==> config.mk <==
export PLATFORM = sky130hd
export DESIGN_NAME = icu_trig_ctrl
export DESIGN_NICKNAME = d
export VERILOG_FILES = /design/src/rtl/icu_pkg.sv /design/src/rtl/icu_sync.sv /design/src/rtl/icu_line.sv /design/src/rtl/icu_regs.sv /design/src/rtl/icu_trig_ctrl.sv
export SDC_FILE = /design/constraint.sdc
export NUM_CORES = 1
export LEC_CHECK = 0
export BUFFER_PORTS_ARGS = -buffer_cell sky130_fd_sc_hd__clkbuf_2
export CORE_MARGIN = 2
export CORE_UTILIZATION = 37
export CTS_BUF_LIST = sky130_fd_sc_hd__clkbuf_4
export DETAILED_ROUTE_END_ITERATION = 8
export HOLD_SLACK_MARGIN = 0.02
export PLACE_DENSITY = 0.55
export SLEW_MARGIN = 20
export SYNTH_ARGS = -nofsm -noshare
export SYNTH_HDL_FRONTEND = slang
export SYNTH_SLANG_ARGS = --single-unit
export TNS_END_PERCENT = 5
==> constraint.sdc <==
create_clock -name clk -period 2.86 [get_ports clk]
set_input_delay 0.143 -clock clk [delete_from_list [all_inputs] [get_ports clk]]
set_output_delay 0.143 -clock clk [all_outputs]
set_load 0.01 [all_outputs]
==> src/rtl/icu_pkg.sv <==
// Shared definitions for the per-line trigger interrupt controller.
// Assumes a word-addressed register layout with 4-byte spacing.
package icu_pkg;
    localparam int unsigned WORD_LSB = 2;

    typedef enum logic [2:0] {
        W_ENABLE   = 3'd0,
        W_MODE     = 3'd1,
        W_POLARITY = 3'd2,
        W_STATUS   = 3'd3
    } icu_word_e;
endpackage

==> src/rtl/icu_sync.sv <==
// Two-flop synchronizer for a vector of independent asynchronous inputs.
// Assumes each bit is a separate, slowly changing level; there is no
// relation between bits. The reset value is chosen by the caller so that
// lines start from their idle level.
module icu_sync #(
    parameter int unsigned WIDTH   = 32,
    parameter bit          RST_VAL = 1'b1
) (
    input  logic             clk,
    input  logic             rst_n,
    input  logic [WIDTH-1:0] async_i,
    output logic [WIDTH-1:0] sync_o
);
    logic [WIDTH-1:0] stage1_q;
    logic [WIDTH-1:0] stage2_q;

    // Metastability stage followed by the settled stage.
    always_ff @(posedge clk) begin
        if (!rst_n) begin
            stage1_q <= {WIDTH{RST_VAL}};
            stage2_q <= {WIDTH{RST_VAL}};
        end else begin
            stage1_q <= async_i;
            stage2_q <= stage1_q;
        end
    end

    assign sync_o = stage2_q;

    AST_SYNC_DELAY: assert property (@(posedge clk) disable iff (!rst_n)
        $past(rst_n) |-> (stage2_q == $past(stage1_q)));
endmodule

==> src/rtl/icu_line.sv <==
// Detection and pending state for a single interrupt line.
// Assumes sync_i is already synchronized to clk. In edge mode a polarity
// adjusted rising transition sets a sticky pending flag, and a clear
// request drops it unless an edge lands in the same cycle. In level mode
// status is the adjusted input itself and the flag is held at zero.
module icu_line (
    input  logic clk,
    input  logic rst_n,
    input  logic sync_i,
    input  logic mode_i,
    input  logic pol_i,
    input  logic clr_i,
    input  logic en_i,
    output logic status_o,
    output logic irq_o
);
    logic prev_q;
    logic pend_q;
    logic act_now;
    logic act_prev;
    logic set_evt;

    // Remember the synchronized input from the previous cycle.
    always_ff @(posedge clk) begin
        if (!rst_n) prev_q <= 1'b1;
        else        prev_q <= sync_i;
    end

    // Fold polarity in so that "active" always means 1.
    always_comb begin
        act_now  = pol_i ? sync_i : ~sync_i;
        act_prev = pol_i ? prev_q : ~prev_q;
        set_evt  = mode_i & act_now & ~act_prev;
    end

    // Sticky pending flag for edge mode; a set outranks a clear.
    always_ff @(posedge clk) begin
        if (!rst_n)       pend_q <= 1'b0;
        else if (!mode_i) pend_q <= 1'b0;
        else              pend_q <= set_evt | (pend_q & ~clr_i);
    end

    // Status view and masked output.
    always_comb begin
        status_o = mode_i ? pend_q : act_now;
        irq_o    = status_o & en_i;
    end

    AST_SET_WINS: assert property (@(posedge clk) disable iff (!rst_n)
        (mode_i && set_evt && clr_i) |=> pend_q);
    AST_CLR_TAKES: assert property (@(posedge clk) disable iff (!rst_n)
        (mode_i && clr_i && !set_evt) |=> !pend_q);
    AST_PEND_HOLDS: assert property (@(posedge clk) disable iff (!rst_n)
        (mode_i && pend_q && !clr_i) |=> pend_q);
endmodule

==> src/rtl/icu_regs.sv <==
// Register file and bus decode for the interrupt controller.
// Assumes a single-cycle strobe bus: a write is taken on the edge where
// bus_valid and bus_write are both high; read data is combinational and
// only driven while a read strobe is present. Status writes are not stored,
// they leave as a one-cycle clear request vector.
module icu_regs
    import icu_pkg::*;
#(
    parameter int unsigned N_LINES = 32,
    parameter int unsigned DATA_W  = 32,
    parameter int unsigned ADDR_W  = 5
) (
    input  logic               clk,
    input  logic               rst_n,
    input  logic               bus_valid,
    input  logic               bus_write,
    input  logic [ADDR_W-1:0]  bus_addr,
    input  logic [DATA_W-1:0]  bus_wdata,
    output logic [DATA_W-1:0]  bus_rdata,
    input  logic [N_LINES-1:0] status_i,
    output logic [N_LINES-1:0] en_o,
    output logic [N_LINES-1:0] mode_o,
    output logic [N_LINES-1:0] pol_o,
    output logic [N_LINES-1:0] clr_o
);
    localparam int unsigned WORD_W = ADDR_W - WORD_LSB;

    logic [WORD_W-1:0]  word;
    logic               wr_go;
    logic               rd_go;
    logic [N_LINES-1:0] en_q;
    logic [N_LINES-1:0] mode_q;
    logic [N_LINES-1:0] pol_q;
    logic [N_LINES-1:0] rd_line;

    assign word  = bus_addr[ADDR_W-1:WORD_LSB];
    assign wr_go = bus_valid & bus_write;
    assign rd_go = bus_valid & ~bus_write;

    // Configuration registers, written by word offset.
    always_ff @(posedge clk) begin
        if (!rst_n) begin
            en_q   <= '0;
            mode_q <= '0;
            pol_q  <= '0;
        end else if (wr_go) begin
            case (word)
                WORD_W'(W_ENABLE):   en_q   <= bus_wdata[N_LINES-1:0];
                WORD_W'(W_MODE):     mode_q <= bus_wdata[N_LINES-1:0];
                WORD_W'(W_POLARITY): pol_q  <= bus_wdata[N_LINES-1:0];
                default: ;
            endcase
        end
    end

    // Write-one-to-clear request towards the line cells.
    always_comb begin
        clr_o = '0;
        if (wr_go && word == WORD_W'(W_STATUS)) clr_o = bus_wdata[N_LINES-1:0];
    end

    // Read mux; unused words in the window return zero.
    always_comb begin
        rd_line = '0;
        case (word)
            WORD_W'(W_ENABLE):   rd_line = en_q;
            WORD_W'(W_MODE):     rd_line = mode_q;
            WORD_W'(W_POLARITY): rd_line = pol_q;
            WORD_W'(W_STATUS):   rd_line = status_i;
            default:             rd_line = '0;
        endcase
        bus_rdata = '0;
        if (rd_go) bus_rdata[N_LINES-1:0] = rd_line;
    end

    assign en_o   = en_q;
    assign mode_o = mode_q;
    assign pol_o  = pol_q;

    AST_CFG_STABLE_NO_WRITE: assert property (@(posedge clk) disable iff (!rst_n)
        (!wr_go || word > WORD_W'(W_STATUS)) |=>
            ($stable(en_q) && $stable(mode_q) && $stable(pol_q)));
endmodule

==> src/rtl/icu_trig_ctrl.sv <==
// Top of the per-line trigger interrupt controller.
// Assumes N_LINES <= DATA_W and a 0x20-byte window (ADDR_W = 5). Each raw
// input is synchronized, detected by its own line cell and driven straight
// to its own output; lines never interact.
module icu_trig_ctrl #(
    parameter int unsigned N_LINES = 32,
    parameter int unsigned DATA_W  = 32,
    parameter int unsigned ADDR_W  = 5
) (
    input  logic               clk,
    input  logic               rst_n,
    input  logic               bus_valid,
    input  logic               bus_write,
    input  logic [ADDR_W-1:0]  bus_addr,
    input  logic [DATA_W-1:0]  bus_wdata,
    output logic [DATA_W-1:0]  bus_rdata,
    input  logic [N_LINES-1:0] irq_in,
    output logic [N_LINES-1:0] irq_out
);
    logic [N_LINES-1:0] sync_v;
    logic [N_LINES-1:0] en_v;
    logic [N_LINES-1:0] mode_v;
    logic [N_LINES-1:0] pol_v;
    logic [N_LINES-1:0] clr_v;
    logic [N_LINES-1:0] status_v;

    icu_sync #(.WIDTH(N_LINES), .RST_VAL(1'b1)) u_sync (
        .clk     (clk),
        .rst_n   (rst_n),
        .async_i (irq_in),
        .sync_o  (sync_v)
    );

    icu_regs #(.N_LINES(N_LINES), .DATA_W(DATA_W), .ADDR_W(ADDR_W)) u_regs (
        .clk       (clk),
        .rst_n     (rst_n),
        .bus_valid (bus_valid),
        .bus_write (bus_write),
        .bus_addr  (bus_addr),
        .bus_wdata (bus_wdata),
        .bus_rdata (bus_rdata),
        .status_i  (status_v),
        .en_o      (en_v),
        .mode_o    (mode_v),
        .pol_o     (pol_v),
        .clr_o     (clr_v)
    );

    // One independent detector per line.
    for (genvar gi = 0; gi < N_LINES; gi++) begin : g_line
        icu_line u_line (
            .clk      (clk),
            .rst_n    (rst_n),
            .sync_i   (sync_v[gi]),
            .mode_i   (mode_v[gi]),
            .pol_i    (pol_v[gi]),
            .clr_i    (clr_v[gi]),
            .en_i     (en_v[gi]),
            .status_o (status_v[gi]),
            .irq_o    (irq_out[gi])
        );
    end

    AST_MASKED_QUIET: assert property (@(posedge clk) disable iff (!rst_n)
        (irq_out & ~en_v) == '0);
    AST_OUT_IMPLIES_STATUS: assert property (@(posedge clk) disable iff (!rst_n)
        (irq_out & ~status_v) == '0);
endmodule

## After elaboration in Yosys (flattened, before gate mapping)

Cells that the tools add are included.

| storage, ports and cells | value |
|---|---|
| output and inout port bits | 64 |
| flip-flop bits (word level) | 224 |

| operators by class | value |
|---|---|
| equal/unequal tests | 3 |
| reductions and logical operators | 37 |
| bitwise gates (word level) | 291 |
| multiplexer cells | 99 |

Operator list:

| kind | number |
|---|---|
| $and 1x1->1 | 130 |
| $not 1->1 | 129 |
| $pmux 32 s4 | 1 |
| $mux 1 | 96 |
| $reduce_and 2->1 | 35 |
| $mux 32 | 2 |
| $or 1x1->1 | 32 |
| $eq 3x2->1 const B | 2 |
| $eq 3x1->1 const B | 1 |
| $logic_not 3->1 | 1 |
| $logic_and 1x1->1 | 1 |

## Depth between registers and ports, before layout

Gate-level depths: netlist of the first run.

| logic depth | value |
|---|---|
| word-level depth | 6 |
| depth in mapped cells | 7 |
| mapped depth without buffers | 3 |

## By module

A second synthesis of the first run with hierarchy kept.

| unflattened totals | value |
|---|---|
| cells, all modules | 1117 |
| area total of the unflattened synthesis | 10357.4 um^2 |

By module, submodules not included:

| module | seq. area each (um^2) | times used | cells each | area each (um^2) |
|---|---|---|---|---|
| icu_regs | 1921.8 | 1 | 535 | 4997.3 |
| icu_line | 40.0 | 32 | 14 | 113.9 |
| icu_sync | 1281.2 | 1 | 134 | 1716.6 |

## Least setup slack after synthesis of the first run

Ideal clock, no wire load.

| timing | value |
|---|---|
| path kind | input to output |
| from | input port bus_write |
| to | output port bus_rdata[31] |
| data arrival time | 1182 ps |
| slack | 1535 ps |
| required time | 2717 ps |
| buffers on the path | 3 |
| stages on the path | 6 |
| cells stage by stage | buf_4 nand2b_4 or2_2 clkbuf_1 buf_2 o2bb2ai_1 |

| between the ends | value |
|---|---|
| word-level cells in the longest chain between the ends | 3 |

RTL lines:

| what | RTL line | RTL |
|---|---|---|
| start: declaration | icu_trig_ctrl.sv:13 | `input logic bus_write,` |
| $not 1->1 | icu_regs.sv:38 | `assign rd_go = bus_valid & ~bus_write;` |
| $and 1x1->1 | icu_regs.sv:38 |  |
| $mux 32 | icu_regs.sv:73 | `if (rd_go) bus_rdata[N_LINES-1:0] = rd_line;` |
| end: declaration | icu_trig_ctrl.sv:16 | `output logic [DATA_W-1:0] bus_rdata,` |

No other way between the ends.

## Worst setup path in the final report of the first run

| timing | value |
|---|---|
| from | input port bus_write |
| to | output port bus_rdata[20] |

Same word-level chain as after synthesis.

==> results.md, run 1 <==
* CP Capture Type: primary output
* RSZ-0062 raised after global routing: no
* Clock Tree Buf Depth at 3
* CTS H-tree depth at 3
* Number of global-route vias before repair at 8362
* Worst Path Arrival at 1.92 ns
* DR WL/cell at 15.8 um
* Syn nets at 1218
* Port bufs at around 130
* Worst Hold End: u_regs.mode_o[15]
* Final Hold Viols at 0
* Place WS at between 0.7 and 0.8 ns
* Prevailing post-synth register cell: dfxtp_1
* HPWL after DPL at 16500 um
* Total negative setup slack at 0 ns
* Die W at between 150 and 200 um
* Fin util at 0.462
* Worst setup SP type: primary input
* Register area at 4480 sq um
* Area of the multi-input gates at 4960 sq um
* Clk sinks at ~220
* Initial antenna violation count at 1
* Layout Skew at 0.0220 ns
* HP Class: primary input to flop
* Worst path required time at 2.72 ns
* Lkg Pwr at 0.00505 uW
* Met3 Use GR at 0.0371
* Routability Congestion at roughly 0.75
* Busiest grt layer: met2
* Final setup violation count at 0
* Via Count at 8581
* CTS tree: done
* Drt initial violations at 479
* Worst Hold Depth at 4
* Die area at 28800 sq um
* Overflow after GRT at 0
* Clock-pin slew on the worst setup and hold paths at 0.06 ns
* Met1 Use GR at 0.238
* Mapped Area at 10200 sq um
* Max IR drop VDD at 0.254 mV
* Met2 Track Usage GR at 0.309
* Root Buffer: clkbuf_4
* Fin. max-slew vios at 0
* DIE HEIGHT at roughly 170 um
* R2R cell count at 3
* Hold_sp: bus_addr[4]
* Sequential element share of the synthesized area at 0.441
* Area Overhead vs Synth at 22.5%
* GRT Total Usage at 0.188
* Fmax at around 480 MHz
* Detail Route Antenna Nets at 0
* Largest net degree at the start of global routing at 94
* Status: finished, final reports clean
* Worst r2r src: u_regs.pol_o[9]
* Fin nets at 1402
* TritonCTS Buffers at 66
* Post-Syn Instances at 1145
* Worst Tran Pin Value at 0.891 ns
* Num rows at 60
* Yosys cell types at 29
* FILL cells at ~2600
* First-pass GRT wire length at 43100 um
* Share of cells above drive strength 1 at 0.191
* Boundary Pins at 137
* Avg Cell Area, Syn at about 8.9 sq um
* Yosys reg bits at 224
* Async SR Flop Fraction at 0
* R2r endpoint: g_line[9].u_line.pend_q
* First-pass DRT Iterations at 5
* FF-to-FF setup slack at 2.00 ns
* Number of synthesized flops with an enable pin at 0
* Slew headroom at 0.406
* Worst-path maximum fanout at 30
* Synth warnings at 0
* Routed wire length at 27100 um
* Core region area at 27000 sq um
* Number of vias per cell at 4.99
* Effective utilization at floorplan at 0.377
* Final period util at 0.721
* Setup ws final at 0.798 ns
* Crit Path Category: primary input to primary output
* Post-route DRC at 0
* Period minus WS final at 2.06 ns
* Clock latency on the worst-skew pair at 0.65 ns
* Power Density at around 550 nW/um^2
* Post-cts resize count at 0
* Max-Cap Viols at 0
* CP startpoint: bus_write
routing by layer:
| metal | wire length, um | vias to the layer above | share of wire |
|---|---|---|---|
| met5 | 0 | - | 0 |
| met4 | 816 | 0 | 0.030 |
| met3 | 1260 | 76 | 0.046 |
| met2 | 12600 | 220 | 0.46 |
| met1 | 12500 | 4002 | 0.46 |
| li1 | - | 4283 | - |
worst max-delay path, stage by stage:
cell,delay (ns)
clkbuf_2,0.29
nand2b_4,0.24
or2_2,0.64
o22ai_1,0.40
clkbuf_2,0.19
Yosys cell counts, drive strengths merged (32+ instances only):
master   instances  area, sq um
o21ai           66          330
nand3           64          320
nor2            63          236
nand2b          98          621
and3b           33          289
buf             64          444
clkbuf          46          173
nand2          130          488
a21boi          32          240
a2bb2oi         32          280
a21oi           64          320
dfxtp          224         4480
mux2i          126         1260
stage by stage:
| stage | instance area (sq um) | total power, uW | hold slack (ns) | instances |
|---|---|---|---|---|
| finish | 12400 | 6910 | 0.191 | 1718 |
| global route | 12400 | 7260 | 0.172 | 1718 |
| CTS | 12400 | 7030 | 0.136 | 1717 |
| detailed placement | 10900 | 3790 | 0.327 | 1533 |
| global placement | 10900 | 3780 | 0.323 | 1533 |
| floorplan | 10200 | 3600 | 0.244 | 1145 |
power breakdown:
part	internal [uW]	total, uW	switching (uW)	leakage (uW)
clock	1740	3120	1370	0.000502
combinational	255	551	296	0.00272
sequential	3190	3240	46.8	0.00183
layout by cell type, fill, tap and decap left out, types with 2 or more instances in the layout:
cell type / count
clkinv_1: 18
or2_2: 2
nand3_1: 64
dfxtp_1: 224
a21boi_0: 29
buf_12: 5
nand2b_1: 96
and3b_1: 32
inv_1: 30
a21boi_1: 3
dlygate4sd3_1: 69
mux2i_1: 126
and2_1: 2
xor2_1: 2
a21oi_1: 64
buf_4: 18
bufinv_16: 3
clkbuf_2: 132
xnor2_1: 30
o22ai_1: 30
clkbuf_4: 91
o21ai_0: 66
a2bb2oi_1: 32
nand2_1: 130
o2bb2ai_1: 2
inv_2: 2
nor2_1: 63
nand3b_2: 2
final cells by class:
class,instances,share of cell area
multi-input cells,781,0.399
flip-flops and latches,224,0.360
inverters,30,0.00905
repair buffers,226,0.129
well taps,341,0.0343
diodes,1,0.000201
clock inverters,24,0.0137
clock buffers,91,0.0549
cell families (layout without fill, tap and decap cells):
family	after synthesis	after routing	share of synthesized area
XOR/XNOR	32	32	0.0276
multiplexers	126	126	0.124
buffers and inverters	140	371	0.0718
AO/OA/AOI/OAI	226	226	0.135
other	0	1	0
AND/OR/NAND/NOR	397	397	0.200
flip-flops	224	224	0.441
how the worst max path moves through the flow:
stage	endpoint	slack [ns]	cells after the start
floorplan	bus_rdata[31]	1.53	6
global placement	bus_rdata[20]	0.80	5
detailed placement	bus_rdata[20]	0.78	5
CTS	bus_rdata[31]	0.76	4
global route	bus_rdata[27]	0.72	5
finish	bus_rdata[20]	0.80	5
registers in the layout, indices dropped and copies added (netlist names):
name,count
g_line.u_line.pend_q,32
g_line.u_line.prev_q,32
u_regs.en_o,32
u_regs.mode_o,32
u_regs.pol_o,32
u_sync.stage1_q,32
u_sync.sync_o,32
repair_timing:
| item | CTS | global route |
|---|---|---|
| hold buffers | 69 | 0 |
| setup buffers | 0 | 0 |
| endpoints found under the hold margin | 165 | 0 |
Note: power is estimated with default switching activity, not from simulation.
==> run 2, diff against run 1 <==
Settings changed: PLACE_DENSITY 0.55 to 0.57.
Clock period 2.86 ns to 1.7 ns, I/O delays scaled along.
==> results.md, run 2 (synthesis results as in run 1) <==
* Status: finished with violations
* Failing checks: setup timing
* Worst path required time at approximately 1.6 ns
* Number of global-route vias before repair at ~8500
* DIE HEIGHT at ~170 um
* Max-Cap Viols at 0
* Highest-count cells in the layout ignoring fill and taps: dfxtp_1 (159), nand2_1 (130), mux2i_1 (123), clkbuf_2 (112), nand2b_1 (96)
* Area Overhead vs Synth at 27.1%
* Commonest non-fill, non-tap cell in the layout: dfxtp_1
* Power Density at 874 nW/um^2
* CP Capture Type: primary output
* Overflow after GRT at 0
* Boundary Pins at around 140
* Clock Tree Buf Depth at 3
* Number of vias per cell at 5.01
* Core region area at ~27000 sq um
* HPWL after DPL at 17000 um
* TritonCTS Buffers at 67
* Clock-pin slew on the worst setup and hold paths at 0.07 ns
* Layout Skew at between 0.03 and 0.04 ns
* DR WL/cell at 15.9 um
* Dpl cell area at 11100 sq um
* Final Hold Viols at 0
* Worst Tran Pin Value at 0.411 ns
* Lkg Pwr at 0.00531 uW
* Worst setup SP type: flop
* HP Class: primary input to flop
* Fin util at 0.479
* Port bufs at about 130
* Final setup violation count at 3
* Slew headroom at 0.726
* Drt initial violations at 533
* Root Buffer: clkbuf_4
* Detail Route Antenna Nets at 0
* Largest net degree at the start of global routing at 48
* Max IR drop VDD at 0.404 mV
* Routability Congestion at around 0.74
* Effective utilization at floorplan at 0.377
* Initial antenna violation count at 3
* Share of cells above drive strength 1 at 0.271
* Die W at 170 um
* First-pass DRT Iterations at 5
* Via Count at 8659
* CTS H-tree depth at 3
* Die area at 28800 sq um
* Worst Path Arrival at 1.63 ns
* Worst-path maximum fanout at 5
* GRT Total Usage at 0.189
* Fin nets at 1423
* Period minus WS final at about 1.7 ns
* Finished Cell Area at 12900 sq um
* Fin. max-slew vios at 0
* Fmax at 583 MHz
* CTS tree: done
* First-pass GRT wire length at 43300 um
* Routed wire length at 27500 um
* RSZ-0062 raised after global routing: yes
* Clock latency on the worst-skew pair at 0.62 ns
* Clk sinks at 224
* Setup ws final at -0.0160 ns
* Crit Path Category: flop to primary output
* Final period util at 1.01
* Num rows at 60
* Post-route DRC at 0
-- run 2: cell count changes in the layout (fill, tap and decap cells not counted), sizes merged, moves of 2 or more --
cell / previous run / this run
buf: 24 / 60
bufinv: 3 / 1
clkbuf: 224 / 208
clkinv: 19 / 9
diode: 1 / 3
dlygate4sd3: 69 / 72
-- run 2: worst paths after layout --
kind,endpoint,slack [ns],start,depth (start not counted)
max,bus_rdata[0],-0.02,u_regs.pol_o[0],4
min,g_line[9].u_line.pend_q,0.11,bus_write,5
max reg2reg,u_regs.mode_o[18],0.45,u_regs.mode_o[18],3
min reg2reg,u_sync.sync_o[10],0.40,u_sync.stage1_q[10],1
-- run 2: per-stage QoR --
step	setup WS, ns	hold WS [ns]	power, uW	instances	setup TNS [ns]
6_report	-0.0160	0.109	11300	1730	-0.0195
3_5_place_dp	0.175	0.268	6400	1546	0
2_1_floorplan	0.491	0.186	6060	1145	0
3_3_place_gp	0.171	0.265	6400	1546	0
4_1_cts	-0.0993	0.0263	11500	1725	-1.30
5_1_grt	-0.124	0.0737	11900	1729	-3.05
-- run 2: worst max-delay path: stages, from the launching register on --
cell     delay [ns]
dfxtp_4        0.38
xnor2_2        0.11
mux2i_1        0.11
o22ai_1        0.24
buf_2          0.18
-- run 2: cell type report --
class,instances,area (sq um)
Antenna cell,3,7.51
Clock buffer,94,706
Clock inverter,11,67.6
Fill cell,2636,14000
Inverter,30,113
Multi-Input combinational cell,781,5150
Sequential cell,224,4590
Tap cell,341,427
Timing Repair Buffer,246,1860
-- run 2: what timing repair did --
item,4_1_cts,5_1_grt
setup buffers,2,2
resized for setup,62,67
endpoints found under the hold margin,165,0
setup endpoints to repair,45,58
hold buffers,72,0
pin swaps,7,15
-- run 2: power by group --
group | internal [uW] | switching, uW
Combinational | 481 | 510
Sequential | 5370 | 87.0
Clock | 2660 | 2190
-- run 2: metal layers --
metal	wire length [um]	up-vias	GRT usage
li1	-	4319	-
met4	645	0	0.0762
met5	0	-	0
met3	1560	50	0.0427
met1	12600	4051	0.239
met2	12700	239	0.311
